[src/rtl/imm_cmd_pkg.sv]
package imm_cmd_pkg;
    localparam int DATA_W = 32;
    localparam int ADDR_W = 8;

    localparam logic [ADDR_W-1:0] OFS_CMD  = 8'h60;
    localparam logic [ADDR_W-1:0] OFS_RSP  = 8'h64;
    localparam logic [ADDR_W-1:0] OFS_STAT = 8'h68;

    localparam int BIT_BUSY  = 0;
    localparam int BIT_VALID = 1;

    typedef enum logic [1:0] {
        HS_IDLE = 2'd0,
        HS_SEND = 2'd1,
        HS_WAIT = 2'd2
    } hs_state_e;
endpackage

[src/rtl/imm_reg_decode.sv]
module imm_reg_decode
    import imm_cmd_pkg::*;
#(
    parameter int DW = DATA_W,
    parameter int AW = ADDR_W
) (
    input  logic          reg_wr,
    input  logic [AW-1:0] reg_addr,
    input  logic [1:0]    wdata_flags,
    input  logic [DW-1:0] cmd_q,
    input  logic [DW-1:0] rsp_q,
    input  logic          busy,
    input  logic          valid_flag,
    output logic          wr_cmd,
    output logic          start_req,
    output logic          clr_req,
    output logic [DW-1:0] reg_rdata
);
    logic wr_stat;

    always_comb begin
        wr_cmd    = reg_wr && (reg_addr == OFS_CMD);
        wr_stat   = reg_wr && (reg_addr == OFS_STAT);
        start_req = wr_stat && wdata_flags[BIT_BUSY];
        clr_req   = wr_stat && wdata_flags[BIT_VALID];
    end

    always_comb begin
        reg_rdata = '0;
        unique case (reg_addr)
            OFS_CMD:  reg_rdata = cmd_q;
            OFS_RSP:  reg_rdata = rsp_q;
            OFS_STAT: begin
                reg_rdata[BIT_BUSY]  = busy;
                reg_rdata[BIT_VALID] = valid_flag;
            end
            default:  reg_rdata = '0;
        endcase
    end
endmodule

[src/rtl/imm_hs_fsm.sv]
module imm_hs_fsm
    import imm_cmd_pkg::*;
(
    input  logic clk,
    input  logic rst_n,
    input  logic start_req,
    input  logic cmd_ready,
    input  logic rsp_valid,
    output logic cmd_valid,
    output logic busy,
    output logic rsp_take,
    output logic cmd_wr_ok
);
    hs_state_e state_q, state_d;

    always_ff @(posedge clk or negedge rst_n) begin
        if (!rst_n) state_q <= HS_IDLE;
        else        state_q <= state_d;
    end

    always_comb begin
        state_d = state_q;
        unique case (state_q)
            HS_IDLE: if (start_req) state_d = HS_SEND;
            HS_SEND: if (cmd_ready) state_d = HS_WAIT;
            HS_WAIT: if (rsp_valid) state_d = HS_IDLE;
            default: state_d = HS_IDLE;
        endcase
    end

    always_comb begin
        cmd_valid = 1'b0;
        busy      = 1'b1;
        rsp_take  = 1'b0;
        cmd_wr_ok = 1'b0;
        unique case (state_q)
            HS_IDLE: begin
                busy      = 1'b0;
                cmd_wr_ok = 1'b1;
            end
            HS_SEND: cmd_valid = 1'b1;
            HS_WAIT: rsp_take  = rsp_valid;
            default: busy      = 1'b0;
        endcase
    end
endmodule

[src/rtl/imm_data_regs.sv]
module imm_data_regs
    import imm_cmd_pkg::*;
#(
    parameter int DW = DATA_W
) (
    input  logic          clk,
    input  logic          rst_n,
    input  logic          wr_cmd,
    input  logic          cmd_wr_ok,
    input  logic [DW-1:0] wdata,
    input  logic          rsp_take,
    input  logic [DW-1:0] rsp_data,
    input  logic          clr_req,
    output logic [DW-1:0] cmd_q,
    output logic [DW-1:0] rsp_q,
    output logic          valid_flag
);
    always_ff @(posedge clk or negedge rst_n) begin
        if (!rst_n) begin
            cmd_q <= '0;
        end else if (wr_cmd && cmd_wr_ok) begin
            cmd_q <= wdata;
        end
    end

    always_ff @(posedge clk or negedge rst_n) begin
        if (!rst_n) begin
            rsp_q <= '0;
        end else if (rsp_take) begin
            rsp_q <= rsp_data;
        end
    end

    // A capture takes priority over a software clear in the same cycle.
    always_ff @(posedge clk or negedge rst_n) begin
        if (!rst_n)        valid_flag <= 1'b0;
        else if (rsp_take) valid_flag <= 1'b1;
        else if (clr_req)  valid_flag <= 1'b0;
    end
endmodule

[src/rtl/imm_cmd_ctrl.sv]
module imm_cmd_ctrl
    import imm_cmd_pkg::*;
#(
    parameter int DW = DATA_W,
    parameter int AW = ADDR_W
) (
    input  logic          clk,
    input  logic          rst_n,
    input  logic          reg_wr,
    input  logic [AW-1:0] reg_addr,
    input  logic [DW-1:0] reg_wdata,
    output logic [DW-1:0] reg_rdata,
    output logic          cmd_valid,
    output logic [DW-1:0] cmd_data,
    input  logic          cmd_ready,
    input  logic          rsp_valid,
    input  logic [DW-1:0] rsp_data
);
    logic          wr_cmd, start_req, clr_req;
    logic          busy, rsp_take, cmd_wr_ok, valid_flag;
    logic [DW-1:0] cmd_q, rsp_q;

    imm_reg_decode #(.DW(DW), .AW(AW)) u_dec (
        .reg_wr      (reg_wr),
        .reg_addr    (reg_addr),
        .wdata_flags (reg_wdata[1:0]),
        .cmd_q       (cmd_q),
        .rsp_q       (rsp_q),
        .busy        (busy),
        .valid_flag  (valid_flag),
        .wr_cmd      (wr_cmd),
        .start_req   (start_req),
        .clr_req     (clr_req),
        .reg_rdata   (reg_rdata)
    );

    imm_hs_fsm u_fsm (
        .clk       (clk),
        .rst_n     (rst_n),
        .start_req (start_req),
        .cmd_ready (cmd_ready),
        .rsp_valid (rsp_valid),
        .cmd_valid (cmd_valid),
        .busy      (busy),
        .rsp_take  (rsp_take),
        .cmd_wr_ok (cmd_wr_ok)
    );

    imm_data_regs #(.DW(DW)) u_regs (
        .clk        (clk),
        .rst_n      (rst_n),
        .wr_cmd     (wr_cmd),
        .cmd_wr_ok  (cmd_wr_ok),
        .wdata      (reg_wdata),
        .rsp_take   (rsp_take),
        .rsp_data   (rsp_data),
        .clr_req    (clr_req),
        .cmd_q      (cmd_q),
        .rsp_q      (rsp_q),
        .valid_flag (valid_flag)
    );

    assign cmd_data = cmd_q;
endmodule

[config.mk]
export PLATFORM = sky130hd
export DESIGN_NAME = imm_cmd_ctrl
export DESIGN_NICKNAME = d
export VERILOG_FILES = /design/src/rtl/imm_cmd_pkg.sv /design/src/rtl/imm_reg_decode.sv /design/src/rtl/imm_hs_fsm.sv /design/src/rtl/imm_data_regs.sv /design/src/rtl/imm_cmd_ctrl.sv
export SDC_FILE = /design/constraint.sdc
export NUM_CORES = 1
export LEC_CHECK = 0
export ABC_AREA = 1
export BUFFER_PORTS_ARGS = -buffer_cell sky130_fd_sc_hd__buf_2
export CAP_MARGIN = 20
export CORE_MARGIN = 5
export CORE_UTILIZATION = 30
export CTS_BUF_LIST = sky130_fd_sc_hd__clkbuf_16
export DETAILED_ROUTE_END_ITERATION = 6
export GPL_ROUTABILITY_DRIVEN = 0
export GPL_TIMING_DRIVEN = 0
export PLACE_DENSITY = 0.62
export SYNTH_ARGS = -nofsm -noshare
export SYNTH_HDL_FRONTEND = slang
export SYNTH_SLANG_ARGS = --single-unit
[constraint.sdc]
create_clock -name clk -period 3.9 [get_ports clk]
set_input_delay 0 -clock clk [delete_from_list [all_inputs] [get_ports clk]]
set_output_delay 0 -clock clk [all_outputs]
set_load 0.02 [all_outputs]
## After elaboration in Yosys (flattened, before gate mapping)

Index checks and enable logic that the tools add are counted.
Widths: inputs -> output; s select.

| storage, ports and cells | value |
|---|---|
| latch bits | 0 |
| input bits | 77 |
| logic and storage cells | 33 |
| bits in writable memories | 0 |
| register bits | 67 |
| memories | 0 |
| memory bits (read-only) | 0 |
| output and inout port bits | 65 |

| operators by class | value |
|---|---|
| bitwise operators | 0 |
| multiply operators | 0 |
| shift operators | 0 |
| div/mod/pow operators | 0 |
| eq/ne operators | 8 |
| reduce and logical (&&, ||, !) cells | 9 |
| magnitude comparators | 0 |
| $add $sub $neg | 0 |
| mux-type cells | 12 |

Operators with widths:

| operator | count |
|---|---|
| $pmux 30 s2 | 1 |
| $eq 8x7->1 const B | 3 |
| $pmux 2 s3 | 2 |
| $mux 1 | 6 |
| $mux 2 | 3 |
| $ne 2x2->1 const B | 3 |
| $logic_and 1x1->1 | 5 |
| $reduce_and 3->1 | 1 |
| $eq 2x1->1 const B | 1 |
| $eq 2x2->1 const B | 1 |
| $logic_not 2->1 | 1 |
| $reduce_bool 2->1 | 1 |
| $reduce_or 2->1 | 1 |

## Longest topological paths before layout

| depth | value |
|---|---|
| depth after elaboration | 5 |
| gate-level depth with buffers | 9 |
| depth with buffers taken out | 9 |

## Modules after synthesis

Synthesis repeated with hierarchy kept, for this count alone.

| second synthesis, totals | value |
|---|---|
| cell total of the unflattened synthesis | 434 |
| area total of the unflattened synthesis | 3827.4 µm² |

By module, submodules not included:

| module | times used | area an instance (µm²) | cells an instance |
|---|---|---|---|
| imm_data_regs | 1 | 2865.2 | 279 |
| imm_reg_decode | 1 | 797.0 | 133 |
| imm_hs_fsm | 1 | 165.2 | 22 |

## Least setup slack after synthesis

OpenSTA, ideal clock, no wires.

| timing path | value |
|---|---|
| path kind | register to register |
| start | register u_fsm.state_q[0] |
| end | register u_regs.rsp_q[0] |
| path buffers | 1 |
| clock period less this slack | 1.444 ns |
| arrival | 1.320 ns |
| slack | 2.456 ns |
| cell stages (with the launch flop) | 6 |
| library setup time | 0.125 ns |
| path through | dfrtp_1 inv_1 ha_1 nand2_1 buf_2 mux2_2 |

| on the way | value |
|---|---|
| word-level cells in the longest chain between the ends | 2 |

RTL lines:

| what | line | text |
|---|---|---|
| start, declared | imm_hs_fsm.sv:14 | `hs_state_e state_q, state_d;` |
| start signal, assigned | imm_hs_fsm.sv:18 | `else state_q <= state_d;` |
| $eq 2x2->1 | imm_hs_fsm.sv:36 | `unique case (state_q)` |
| $mux 1 | imm_hs_fsm.sv:36 |  |
| end signal, assigned | imm_data_regs.sv:30 | `rsp_q <= rsp_data;` |
| end, declared | imm_data_regs.sv:15 | `output logic [DW-1:0] rsp_q,` |

No other way between the ends.
A chain may end at the register's enable or synchronous reset.

## Worst setup path after layout

| timing path | value |
|---|---|
| start | register u_fsm.state_q[0] |
| end | register u_regs.rsp_q[16] |

The elaborated chain is that of the path after synthesis.

==> metrics.txt <==
Warnings, synthesis=0; worst hold path type=primary input to flop; cells after synthesis=357; global-route wire length before repair=17,000 um; via density per instance=4.57; gr ovfl total=0; reg2reg path depth=5; clock-pin slew on the worst setup and hold paths=0.06 ns; relative slew slack=41.0%; RSZ-0062 raised after global routing=false; final cell count without fillers=716; fin crit period=1.70 ns; WL per Instance=14.6 um; status=complete, no violations; final setup vio count=0; vias in the first global route=3,479; total wire length=10,500 um; pwr dens=474 mW/mm2; GR Util All Layers=16.6%; Cell Area, Synth=0.00320 mm2; Die X=113 um; Nets=656; vias=3,272; DRC=0; TritonCTS Sinks=67; Setup crit end kind=flop; most common cell after layout, fill and taps aside=buf_2; setup repair bufs after CTS=0; final instance area=0.00505 mm2; Routed Antenna Nets=0; syn_area_per_cell=8.95 um2; CTS buffer count=9; drt pass-1 iters=4; initial drt markers=197; share of cells above drive strength 1=35.5%; most frequent cells in the layout=149 x buf_2, 144 x nand2_1, 70 x nand3_1; diodes inserted=0; I/O Buffers=141; CP arrival=1.90 ns; CTS max path bufs=2; Fin. Hold Viols=0; CTS Hold Bufs=66; CP required=4.10 ns; fin. max-slew vios=0; worst-margin pin slew=0.886 ns; root buffer cell=clkbuf_16; antenna violations before repair=0; VDD IR max=207 uV; total of max-cap violations=0; largest net degree at the start of global routing=68; total core area=0.0104 mm2; synthesized net count=438; CTS tree=built; post-synth cell types=14; Die Area=0.0128 mm2; area post-placement=0.00408 mm2; I/O Pins=142; sequential share of the synthesized area=52.4%; post-route total power=0.00240 W; Max FO, Critical Path=10; Post-Place Worst Slack=2.19 ns; Cells on Worst Hold Path=5; # rows=37; Die Y-Extent=113 um; dpl hpwl=7580 um; Achievable Freq=589 MHz; critical path type=flop to flop; Post-Place Cells=634; CP Launch Type=flop; Post-Route Setup TNS=0 ns; fin crit share=43.5%; Synth-to-Final Area Change=58.1%; H-Tree Level Count=3; worst setup margin=2.20 ns; register bit total from synthesis=67; post-CTS resize count=0; Initial Util=30.8%; clk_lat worst skew=0.32 ns; Static Leak=2.83 nW; clock skew=0.00587 ns
## metal layers
layer	share of wire, %	track usage [%]	vias up
li1	-	-	1589
met1	44	20.9	1542
met2	48	28.0	128
met3	7.3	4.97	13
met4	1.2	4.33	0
met5	0	0	-
## sequential cells by signal, summed over array words and instances (netlist names)
name	cells
u_fsm.state_q	2
u_regs.valid_flag	1
u_regs.cmd_q	32
u_regs.rsp_q	32
## critical path, stage by stage (launching register included)
cell and delay, ns:
dfrtp_1 0.37, inv_1 0.09, ha_1 0.21, nand2_1 0.19, buf_2 0.34, mux2_2 0.38
## final timing paths
path | start | endpoint | slack (ns)
min | cmd_ready | u_fsm.state_q[0] | 0.08
max | u_fsm.state_q[0] | u_regs.rsp_q[16] | 2.20
min reg2reg | u_regs.cmd_q[14] | u_regs.cmd_q[14] | 0.49
max in group asynchronous | rst_n | u_regs.cmd_q[1] | 2.97
min in group asynchronous | rst_n | u_regs.rsp_q[29] | 0.35
max reg2reg | u_fsm.state_q[0] | u_regs.rsp_q[16] | 2.20
## kinds of logic (layout without fill, tap and decap cells)
family | after synthesis | count (layout) | synth area share (%)
AND/OR/NAND/NOR | 220 | 220 | 29.1
flip-flops | 67 | 67 | 52.4
buffers and inverters | 33 | 256 | 5.40
multiplexers | 32 | 32 | 11.3
adder cells (fa/ha/maj) | 4 | 4 | 1.57
AO/OA/AOI/OAI | 1 | 1 | 0.196
## cell usage after synthesis
library cell	count	area [um2]
nand3_1	70	350
o22ai_1	1	6.26
nor4_4	1	21.3
buf_4	4	30.0
ha_1	4	50.1
mux2_2	32	360
clkbuf_1	6	22.5
inv_2	2	7.51
buf_6	3	33.8
inv_1	9	33.8
dfrtp_1	67	1680
nand2_1	144	541
buf_2	9	45.0
nor2_1	5	18.8
## through the flow
| stage | hold slack [ns] | utilization [%] |
|---|---|---|
| final | 0.0829 | 48.7 |
| after detailed placement | 0.182 | 39.3 |
| after floorplan | -0.296 | - |
| after global placement | 0.228 | 39.3 |
| after CTS | 0.0634 | 48.7 |
| after global routing | 0.104 | 48.7 |
## report_power, final
| group | switching [W] | internal [W] | leakage, nW |
|---|---|---|---|
| registers | 0.000106 | 0.000896 | 0.860 |
| clock network | 0.000302 | 0.000558 | 0.155 |
| logic | 0.000253 | 0.000281 | 1.81 |
| total | 0.000661 | 0.00174 | 2.83 |
## layout make-up
type	instances	area, um2
Fill cell	994	5320
Clock inverter	7	92.6
Multi-Input combinational cell	257	1350
Inverter	11	41.3
Buffer	22	131
Tap cell	136	170
Clock buffer	9	225
Timing Repair Buffer	207	1370
Sequential cell	67	1680
No activity file was read; power rests on OpenSTA's default activity.
